--- config.mk ---
export PLATFORM = sky130hd
export DESIGN_NAME = extint_ctrl
export DESIGN_NICKNAME = d
export VERILOG_FILES = /design/src/rtl/extint_pkg.sv /design/src/rtl/extint_sync.sv /design/src/rtl/extint_line.sv /design/src/rtl/extint_ctrl.sv
export SDC_FILE = /design/constraint.sdc
export NUM_CORES = 1
export LEC_CHECK = 0
export ABC_AREA = 1
export BUFFER_PORTS_ARGS = -buffer_cell sky130_fd_sc_hd__buf_2
export CAP_MARGIN = 5
export CORE_UTILIZATION = 55
export CTS_BUF_LIST = sky130_fd_sc_hd__clkbuf_4
export CTS_CLUSTER_DIAMETER = 100
export DETAILED_ROUTE_END_ITERATION = 6
export GPL_TIMING_DRIVEN = 0
export PLACE_DENSITY_LB_ADDON = 0.3
export SETUP_SLACK_MARGIN = 0.2
export SLEW_MARGIN = 10
export SYNTH_ARGS = -nofsm -noshare
export SYNTH_HDL_FRONTEND = slang
export SYNTH_SLANG_ARGS = --single-unit
--- constraint.sdc ---
create_clock -name clk -period 1.1 [get_ports clk]
set_input_delay 0.055 -clock clk [delete_from_list [all_inputs] [get_ports clk]]
set_output_delay 0.055 -clock clk [all_outputs]
set_load 0.03 [all_outputs]
--- src/rtl/extint_pkg.sv ---
// Shared constants for the external interrupt controller.
// Assumes byte offsets on an 8-bit address and a 32-bit data path.
package extint_pkg;
    parameter int ADDR_W = 8;
    parameter int DATA_W = 32;

    localparam logic [ADDR_W-1:0] OFF_MASK_SET = 8'h00;
    localparam logic [ADDR_W-1:0] OFF_MASK_CLR = 8'h04;
    localparam logic [ADDR_W-1:0] OFF_MASK_RD  = 8'h08;
    localparam logic [ADDR_W-1:0] OFF_STATUS   = 8'h0C;
    localparam logic [ADDR_W-1:0] OFF_STAT_CLR = 8'h10;
    localparam logic [ADDR_W-1:0] OFF_SENSE    = 8'h14;
    localparam logic [ADDR_W-1:0] OFF_DIR      = 8'h18;
    localparam logic [ADDR_W-1:0] OFF_POL      = 8'h1C;
    localparam logic [ADDR_W-1:0] OFF_NMI      = 8'h24;
endpackage

--- src/rtl/extint_sync.sv ---
// Two-flop synchroniser for a vector of asynchronous pins.
// Assumes each pin is independent; no cross-bit coherence is promised.
module extint_sync #(
    parameter int W = 8
) (
    input  logic         clk,
    input  logic         rst_n,
    input  logic [W-1:0] async_in,
    output logic [W-1:0] sync_out
);
    logic [W-1:0] stage1_q;
    logic [W-1:0] stage2_q;

    // Shift the raw pins through two registers.
    always_ff @(posedge clk) begin
        if (!rst_n) begin
            stage1_q <= '0;
            stage2_q <= '0;
        end else begin
            stage1_q <= async_in;
            stage2_q <= stage1_q;
        end
    end

    assign sync_out = stage2_q;
endmodule

--- src/rtl/extint_line.sv ---
// Detector and status flag for one synchronised pin.
// Assumes sync_in is already in the clock domain. Edge status is sticky
// until cleared, and a same-cycle event beats the clear. Level status
// tracks the active condition.
module extint_line (
    input  logic clk,
    input  logic rst_n,
    input  logic sync_in,
    input  logic lvl_mode,
    input  logic rise_sel,
    input  logic high_sel,
    input  logic clr,
    output logic status
);
    logic prev_q;
    logic rise_evt;
    logic fall_evt;
    logic edge_evt;
    logic lvl_active;

    // Remember the previous synchronised value for edge comparison.
    always_ff @(posedge clk) begin
        if (!rst_n) prev_q <= 1'b0;
        else        prev_q <= sync_in;
    end

    // Decode the selected edge and the active level.
    always_comb begin
        rise_evt   = sync_in & ~prev_q;
        fall_evt   = ~sync_in & prev_q;
        edge_evt   = rise_sel ? rise_evt : fall_evt;
        lvl_active = high_sel ? sync_in : ~sync_in;
    end

    // Update the status flag according to the sense mode.
    always_ff @(posedge clk) begin
        if (!rst_n)        status <= 1'b0;
        else if (lvl_mode) status <= lvl_active;
        else               status <= (status & ~clr) | edge_evt;
    end
endmodule

--- src/rtl/extint_ctrl.sv ---
// External interrupt controller top: register file, per-pin detectors,
// and the interrupt combiners. Assumes one write per bus_wen pulse and a
// combinational read; NUM_LINES must be between 1 and DATA_W.
module extint_ctrl
    import extint_pkg::*;
#(
    parameter int NUM_LINES = 8
) (
    input  logic                 clk,
    input  logic                 rst_n,
    input  logic [NUM_LINES-1:0] ext_in,
    input  logic                 bus_wen,
    input  logic [ADDR_W-1:0]    bus_addr,
    input  logic [DATA_W-1:0]    bus_wdata,
    output logic [DATA_W-1:0]    bus_rdata,
    output logic                 irq_out,
    output logic                 nmi_out
);
    localparam int N = NUM_LINES;

    logic [N-1:0] sync_pins;
    logic [N-1:0] mask_q;
    logic [N-1:0] sense_q;
    logic [N-1:0] dir_q;
    logic [N-1:0] pol_q;
    logic [N-1:0] status;
    logic [N-1:0] clr_vec;
    logic [N-1:0] wd_lines;
    logic         nmi_en_q;

    assign wd_lines = bus_wdata[N-1:0];

    extint_sync #(.W(N)) u_sync (
        .clk      (clk),
        .rst_n    (rst_n),
        .async_in (ext_in),
        .sync_out (sync_pins)
    );

    // Form the per-pin clear strobe from a write to the clear offset.
    always_comb begin
        clr_vec = (bus_wen && bus_addr == OFF_STAT_CLR) ? wd_lines : '0;
    end

    for (genvar i = 0; i < N; i++) begin : g_line
        extint_line u_line (
            .clk      (clk),
            .rst_n    (rst_n),
            .sync_in  (sync_pins[i]),
            .lvl_mode (sense_q[i]),
            .rise_sel (dir_q[i]),
            .high_sel (pol_q[i]),
            .clr      (clr_vec[i]),
            .status   (status[i])
        );
    end

    // Register writes: set/clear strobes for the mask, plain writes for config.
    always_ff @(posedge clk) begin
        if (!rst_n) begin
            mask_q   <= '0;
            sense_q  <= '0;
            dir_q    <= '0;
            pol_q    <= '0;
            nmi_en_q <= 1'b0;
        end else if (bus_wen) begin
            case (bus_addr)
                OFF_MASK_SET: mask_q   <= mask_q | wd_lines;
                OFF_MASK_CLR: mask_q   <= mask_q & ~wd_lines;
                OFF_SENSE:    sense_q  <= wd_lines;
                OFF_DIR:      dir_q    <= wd_lines;
                OFF_POL:      pol_q    <= wd_lines;
                OFF_NMI:      nmi_en_q <= bus_wdata[0];
                default:      ;
            endcase
        end
    end

    // Read mux with zero extension above the implemented pins.
    always_comb begin
        bus_rdata = '0;
        case (bus_addr)
            OFF_MASK_RD: bus_rdata[N-1:0] = mask_q;
            OFF_STATUS:  bus_rdata[N-1:0] = status;
            OFF_SENSE:   bus_rdata[N-1:0] = sense_q;
            OFF_DIR:     bus_rdata[N-1:0] = dir_q;
            OFF_POL:     bus_rdata[N-1:0] = pol_q;
            OFF_NMI:     bus_rdata[0]     = nmi_en_q;
            default:     bus_rdata = '0;
        endcase
    end

    // Combine pending, enabled pins and the non-maskable request.
    always_comb begin
        irq_out = |(status & mask_q);
        nmi_out = nmi_en_q & status[0];
    end
endmodule

# Word-level counts from Yosys, hierarchy flattened
# Index checks and enable logic that the tools add are counted.
[op_classes]
n_addsub = 0
multipliers = 0
n_div = 0
order_cmp = 0
n_eq_ne = 8
shift = 0
n_mux = 28
bitwise = 61
reduce_logical = 9
[op_table]
columns = ["op", "n"]
rows = [
  ["7-bit case mux with 5 select lines", 1],
  ["8-bit by 5-bit == test with 1-bit output, second input constant", 4],
  ["1-bit AND", 25],
  ["1-bit 2-to-1 mux", 24],
  ["1-bit inverter", 24],
  ["8-bit AND", 2],
  ["8-bit by 4-bit == test with 1-bit output, second input constant", 2],
  ["8-bit case mux with 2 select lines", 1],
  ["2-bit AND reduction", 5],
  ["8-bit by 3-bit == test with 1-bit output, second input constant", 1],
  ["8-bit by 6-bit == test with 1-bit output, second input constant", 1],
  ["8-bit zero test", 1],
  ["8-bit 2-to-1 mux", 1],
  ["8-bit inverter", 1],
  ["1-bit OR", 8],
  ["8-bit OR", 1],
  ["8-bit OR reduction", 1],
  ["1-bit case mux with 6 select lines", 1],
  ["2-bit nonzero test", 1],
  ["1-bit logical AND", 1],
]
[totals]
regBits = 65
latchBits = 0
ram_bits = 0
rom_bits = 0
inputBits = 51
output_inout_bits = 34
word_cells = 129
mem_count = 0

# Depth between registers and ports, before layout
# Gate-level depths: netlist of run 1.
[depth]
ltp_word = 7
depth_mapped = 8
ltp_nobuf = 8

# Modules after synthesis
# From an unflattened synthesis of run 1, not the netlist that was laid out.
[hier_totals]
cells_unflattened = 594
hier_area_um2 = 3714.8
[by_module_without_submodules]
columns = ["mod", "instances", "cells_each", "area_per_inst_um2", "seq_area_each_um2"]
rows = [
  ["extint_ctrl", 1, 376, 2309.7, 660.6],
  ["extint_line", 8, 21, 115.1, 40.0],
  ["extint_sync", 1, 50, 484.2, 320.3],
]

# Worst setup path before layout of run 1
# Ideal clock, no wire load.
[synth_path]
path_type = "in2out"
startpoint = "input bus_addr[1]"
endpoint = "output bus_rdata[1]"
arrival_time_ns = 0.979
required_time_ns = 1.045
setup_slack_ns = 0.066
stages = 7
n_path_buf = 0
path_cell_list = "nor2_4 > nand3_4 > nor2_2 > nand2_1 > nand2_1 > nor2_1 > nand2_1"
[synth_via]
elab_chain_len = 2
elab_cells_between_ends = 6
[synth_rtl]
columns = ["item", "line", "text"]
rows = [
  ["from (decl)", "extint_ctrl.sv:13", "input logic [ADDR_W-1:0] bus_addr,"],
  ["8-bit by 5-bit == test with 1-bit output / 8-bit by 4-bit == test with 1-bit output (equally long branches)", "extint_ctrl.sv:82", "case (bus_addr)"],
  ["7-bit case mux with 5 select lines (*)", "extint_ctrl.sv:82", ""],
  ["to (decl)", "extint_ctrl.sv:15", "output logic [DATA_W-1:0] bus_rdata,"],
]
# Every way passes the cells marked *; elsewhere a longest branch is shown, timed or not.

# Worst setup path in the final report of run 1
[layout_path]
startpoint = "register g_line[2].u_line.status"
endpoint = "output irq_out"
[layout_via]
elab_chain_len = 2
[layout_rtl]
columns = ["item", "line", "text"]
rows = [
  ["from (decl)", "extint_line.sv:13", "output logic status"],
  ["from (signal assigned)", "extint_line.sv:38", "else if (lvl_mode) status <= lvl_active;"],
  ["from (signal assigned)", "extint_line.sv:39", "else status <= (status & ~clr) | edge_evt;"],
  ["8-bit AND", "extint_ctrl.sv:95", "irq_out = |(status & mask_q);"],
  ["8-bit OR reduction", "extint_ctrl.sv:95", ""],
  ["to (decl)", "extint_ctrl.sv:16", "output logic irq_out,"],
]
# No other way between the ends.

==> results of run 1 <==
-- through the flow --
| step | util | instance area (sq um) | power, mW | setup TNS [ns] |
|---|---|---|---|---|
| 4_1_cts | 0.7595 | 4259 | 4.473 | -1.640 |
| 6_report | 0.8302 | 4656 | 4.564 | -1.794 |
| 3_5_place_dp | 0.6564 | 3681 | 2.951 | -7.490 |
| 3_3_place_gp | 0.6564 | 3681 | 2.941 | -6.408 |
| 2_1_floorplan | - | 3416 | 2.825 | 0 |
| 5_1_grt | 0.8302 | 4656 | 4.744 | -2.436 |
-- critical path, cell delays in order, from the launching register on --
cell and delay (ns):
dfxtp_2 0.35, a22o_1 0.23, nor2_2 0.13, nand3_2 0.09, buf_6 0.14
-- power groups by stage --
stage	combinational (mW)	clock, mW	sequential [mW]
finish	0.603	1.52	2.44
global route	0.649	1.65	2.45
CTS	0.529	1.51	2.43
detailed placement	0.466	0	2.49
global placement	0.457	0	2.48
floorplan	0.348	0	2.48
-- timing repair --
item / in CTS / in global routing
hold endpoints to repair: 39 / 0
resized for setup: 75 / 86
setup buffers: 17 / 15
hold buffers: 17 / 0
pin swaps: 30 / 48
cloned: 0 / 0
endpoints found under the setup margin: 10 / 42
-- cells by family after synthesis --
logic type	Yosys count	share of synthesized area
other cells	1	0.001150
flops	65	0.3989
simple gates	240	0.3353
compound gates	59	0.09628
xor+xnor	8	0.02148
buf+inv	101	0.1469
-- layer usage --
layer	global-route usage	routed length [um]
met5	0	0
met4	0.1491	397
met3	0.05977	911
met2	0.5155	4576
met1	0.3456	3709
-- cell type report --
cell class | count | area [sq um] | share of cell area
multi-input cells | 331 | 1904 | 0.4090
flip-flops and latches | 65 | 1349 | 0.2897
repair buffers | 84 | 695.7 | 0.1494
inverters | 68 | 264.0 | 0.05671
plain buffers | 33 | 230.2 | 0.04945
well taps | 72 | 90.09 | 0.01935
clock buffers | 10 | 75.07 | 0.01612
clock inverters | 5 | 47.55 | 0.01021
-- Yosys cell counts (6+ instances only) --
cell / instances / area, sq um
nand2_1: 107 / 401.6
inv_1: 66 / 247.7
o21ai_0: 36 / 180.2
a21oi_1: 15 / 75.07
nor2_1: 86 / 322.8
xnor2_1: 8 / 70.07
nor3_1: 8 / 40.04
buf_4: 24 / 180.2
nand3_1: 20 / 100.1
dfxtp_1: 65 / 1301
nor2_4: 6 / 67.56
clkbuf_1: 6 / 22.52
-- path summary, 6_finish.rpt --
path	from	end	cells past startpoint
worst max-delay path	g_line[2].u_line.status	irq_out	4
worst min-delay path	bus_addr[2]	flip-flop	5
worst max register to register	u_sync.sync_out[6]	g_line[6].u_line.status	3
worst min register to register	u_sync.stage1_q[4]	u_sync.sync_out[4]	2
==> metrics.txt, run 1 <==
run status=complete, but fails checks; failing checks=setup timing; synth unique cells=26; number of global-route vias before repair=3111; clock share of power=0.333; VDD IR max=0.8991 mV; share of layout cells above drive strength 1=0.3960; Leak=2.199 nW; GPL Wtd Cong=0.8640; n_diodes=0; via count=3462; DP HPWL=5293 um; number of synthesized flops with an enable pin=0; Clk Latency, worst-skew pair=0.41 ns; Longest Clk Path Bufs=2; remaining antenna violation count=0; cell internal pwr=3.327 mW; number of remaining DRC errors=0; power density cells=980.3 nW/um^2; CTS buffer count=9; wire per inst=14.36 um; placed cell count=604; Crit. End Element=primary output; register bit total from synthesis=65; Seq/Total Area, Yosys=0.3989; commonest non-fill, non-tap cell in the layout=nand2_1; largest net degree at the start of global routing=11; startpoint types=flip-flop; vias per inst=5.183; Post-Layout Cell Count=668; final setup margin=-0.3174 ns; Tcrit/Tclk final=1.289; top-level port count=85; Rows=27; Port Buffers=35; first-pass GRT wire length=13900 um; Synth Instances=474; final hold vios=0; initial antenna violation count=0; Initial Util=0.5817; crit-path max FO=3; Syn. warnings=0; Reg power frac=0.535; Comb pwr share=0.132; relative slew slack=0.6068; Post-synth top flop=dfxtp_1; Period minus WS final=1.417 ns; DR pass1 iterations=5; Die H=79.01 um; Worst-path clk slew=0.11 ns; Die W=79.01 um; Detailed Route WL=9595 um; Setup-failing EPs final=9; Max Fclk=0.7055 GHz; Final nets=643; initial drt markers=293; reg2reg setup slack=0.17 ns; final slew viol count=0; Clock Sink Count=65; Post-Syn Area per Cell=6.882 sq um; most frequent cells in the layout=90 x nand2_1, 69 x nor2_1, 55 x inv_1, 48 x buf_4, 38 x dfxtp_2; async set or reset register ratio after synthesis=0; Max Cap Viol=0; RSZ-0062 raised after global routing=true; core area=5608 sq um; WP data arrival=1.36 ns; grt total ovfl=0; pre-CTS setup slack=-0.2585 ns; CTS tree=done; die area=6243 sq um; area grow syn2layout=42.73%; Worst Tran Pin Value=0.5898 ns; CP required=1.04 ns; Fin Clk Skew=0.01233 ns; Net Sw Power=1.237 mW; Crit Path Class=flip-flop to primary output; Filler cells=369; gr usage total=0.2971; Hold Crit Class=input pin to flip-flop; synthesized area=3262 sq um; Switching Share=0.2711; CTS root buf=clkbuf_4; H-tree levels=3; Min Hold Slack=0.1138 ns
Note: power is estimated with default switching activity, not from simulation.
==> run 2, diff against run 1 <==
- ABC_AREA: 1 -> default
- CORE_ASPECT_RATIO: default -> 0.75
- CORE_UTILIZATION: 55 -> 54
==> run 2 against run 1 <==
Effect of this change: the flow still finishes with violations (setup timing); critical endpoint is now bus_rdata[0]; global-route usage up 3.0 points; critical path depth is the same; utilization rose by 2.1 points; largest power group unchanged; register-to-register slack got worse by 0.16 ns; critical path type unchanged; sequential share of layout area hardly changed.
==> metrics.txt, run 2 <==
run status=complete, but fails checks (unchanged); failing checks=setup timing (unchanged); Detailed Route WL=10790 um (was 9595 um); Crit. End Element=primary output (unchanged); Leak=2.103 nW (was 2.199 nW); Synth Instances=314 (was 474); Clk Latency, worst-skew pair=0.42 ns (was 0.41 ns); Min Hold Slack=0.06464 ns (was 0.1138 ns); Period minus WS final=1.833 ns (was 1.417 ns); Final nets=498 (was 643); Post-Syn Area per Cell=9.970 sq um (was 6.882 sq um); Initial Util=0.5725 (was 0.5817); Crit Path Class=flip-flop to primary output (unchanged); Filler cells=290 (was 369); startpoint types=flip-flop (unchanged); Net Sw Power=1.296 mW (was 1.237 mW); first-pass GRT wire length=14810 um (was 13900 um); hold path startpoint=bus_addr[2] (unchanged); Reg power frac=0.514 (was 0.535); Die W=89.92 um (was 79.01 um); Longest Clk Path Bufs=2 (unchanged); clock share of power=0.344 (was 0.333); Clock Sink Count=65 (unchanged); DR pass1 iterations=5 (unchanged); number of synthesized flops with an enable pin=0 (unchanged); Syn. warnings=0 (unchanged); synthesized area=3131 sq um (was 3262 sq um); number of remaining DRC errors=0 (unchanged); pre-CTS setup slack=-0.4614 ns (was -0.2585 ns); VDD IR max=0.7256 mV (was 0.8991 mV); Post-synth top flop=dfxtp_1 (unchanged); power density cells=1018 nW/um^2 (was 980.3 nW/um^2); WP data arrival=1.78 ns (was 1.36 ns); Seq/Total Area, Yosys=0.4157 (was 0.3989); CTS root buf=clkbuf_4 (unchanged); Setup crit start=pol_q[0] (was g_line[2].u_line.status); post-synth top area share=0.4157 (was 0.3989); Max Fclk=0.5455 GHz (was 0.7055 GHz); total chip power=4.738 mW (was 4.564 mW); crit-path max FO=2 (was 3); H-tree levels=3 (unchanged); CTS tree=done (unchanged); Setup-failing EPs final=34 (was 9); die area=6109 sq um (was 6243 sq um); Max Cap Viol=0 (unchanged); Worst-path clk slew=0.11 ns (about the same); share of layout cells above drive strength 1=0.5022 (was 0.3960); Worst Tran Pin Value=0.7476 ns (was 0.5898 ns); synth unique cells=39 (was 26); Rows=23 (was 27); DP HPWL=5418 um (was 5293 um); vias per inst=5.924 (was 5.183); grt total ovfl=0 (unchanged); synth top area cells=dfxtp_1 42%, mux2i_1 8.0%, buf_4 6.0%, mux4_2 5.8%, and2_1 5.0% (was dfxtp_1 40%, nand2_1 12%, nor2_1 9.9%, inv_1 7.6%, o21ai_0 5.5%); cell taking the most area after synthesis=dfxtp_1 (unchanged); final slew viol count=0 (unchanged); RSZ-0062 raised after global routing=true (unchanged); relative slew slack=0.5016 (was 0.6068); cell internal pwr=3.441 mW (was 3.327 mW); final core occ=0.8508 (was 0.8302); final hold vios=0 (unchanged); count leader, synth=dfxtp_1 (was nand2_1); gr usage total=0.3268 (was 0.2971); Switching Share=0.2736 (was 0.2711); CTS buffer count=9 (unchanged); wire per inst=20.46 um (was 14.36 um); n_diodes=0 (unchanged); final setup margin=-0.7333 ns (was -0.3174 ns); initial drt markers=362 (was 293); GPL Wtd Cong=0.8280 (was 0.8640); Comb pwr share=0.143 (was 0.132); Die H=67.94 um (was 79.01 um); area grow syn2layout=48.60% (was 42.73%); core area=5468 sq um (was 5608 sq um); placed cell count=447 (was 604); largest net degree at the start of global routing=11 (unchanged); commonest non-fill, non-tap cell in the layout=buf_4 (was nand2_1); remaining antenna violation count=0 (unchanged); Hold Crit Class=input pin to flip-flop (unchanged); via count=3122 (was 3462); most frequent cells in the layout=51 x buf_4, 38 x nand2_1, 38 x dfxtp_2, 32 x buf_6, 27 x dfxtp_1 (was 90 x nand2_1, 69 x nor2_1, 55 x inv_1, 48 x buf_4, 38 x dfxtp_2); Fin Clk Skew=0.01247 ns (was 0.01233 ns); Tcrit/Tclk final=1.667 (was 1.289); number of global-route vias before repair=2942 (was 3111); Port Buffers=35 (unchanged); initial antenna violation count=0 (unchanged); register bit total from synthesis=65 (unchanged); Synth top cells by count=65 x dfxtp_1, 41 x nand2_1, 25 x and2_1, 25 x buf_4, 25 x mux2i_1 (was 107 x nand2_1, 86 x nor2_1, 66 x inv_1); top-level port count=85 (unchanged); CP required=1.04 ns (about the same); async set or reset register ratio after synthesis=0 (unchanged); Post-Layout Cell Count=527 (was 668)
-- run 2: changes by cell type after synthesis, sizes merged, moves of 10 or more --
cell and change:
and2 +26, and3 +10, inv -59, mux2i +25
nand2 -68, nand3 -22, nor2 -95, nor3 -10
o21ai -39
-- run 2: what timing repair did --
action	4_1_cts	5_1_grt
endpoints found under the hold margin	36	0
buffers inserted	29	17
endpoints found under the setup margin	56	44
resized for setup	80	27
pin swaps	18	14
hold buffers	18	0
-- run 2: final timing paths --
kind,endpoint,slack (ns),cells after the start
setup / recovery,bus_rdata[0],-0.73,4
hold / removal,flip-flop,0.06,2
setup reg to reg,flip-flop,0.01,5
hold reg to reg,u_sync.sync_out[6],0.44,1
-- run 2: area by class of cell --
cell class / count / area [sq um] / area share
multi-input combinational: 221 / 1841 / 0.3956
sequential: 65 / 1349 / 0.2899
timing repair buffer: 99 / 867.1 / 0.1864
buffer: 42 / 334.1 / 0.07181
tap: 75 / 93.84 / 0.02017
clock buffer: 12 / 90.09 / 0.01937
clock inverter: 4 / 43.79 / 0.009414
inverter: 9 / 33.78 / 0.007262
-- run 2: cell families after synthesis --
group	count (synthesis)	share of synthesized area
mux	33	0.1375
other cells	1	0.001198
flops	65	0.4157
compound gates	60	0.1419
simple gates	96	0.1759
xor+xnor	8	0.02238
buf+inv	51	0.1055
-- run 2: per-stage QoR --
stage | setup TNS (ns) | area, sq um
floorplan | -0.8347 | 3356
global placement | -16.66 | 3625
detailed placement | -19.90 | 3625
CTS | -5.636 | 4412
global route | -6.946 | 4652
finish | -6.468 | 4652
-- run 2: routing by layer --
layer / up-vias / part of all wire / GRT usage / wire length, um
li1: 1344 / - / - / -
met1: 1461 / 0.38 / 0.3826 / 4096
met2: 248 / 0.46 / 0.5635 / 4937
met3: 69 / 0.11 / 0.08444 / 1164
met4: 0 / 0.054 / 0.1855 / 586
met5: - / 0 / 0 / 0
-- run 2: worst max-delay path, cell delays in order (launching register included) --
cell and delay, ns:
dfxtp_2 0.34, mux4_2 0.47, and3_4 0.16, a211o_4 0.26, buf_6 0.14
-- run 2: power groups by stage --
stage,Sequential (mW),Combinational (mW),Clock [mW]
after floorplan,2.47,0.365,0
after global routing,2.44,0.708,1.75
final,2.43,0.675,1.63
after global placement,2.48,0.497,0
after detailed placement,2.48,0.508,0
after CTS,2.43,0.606,1.61
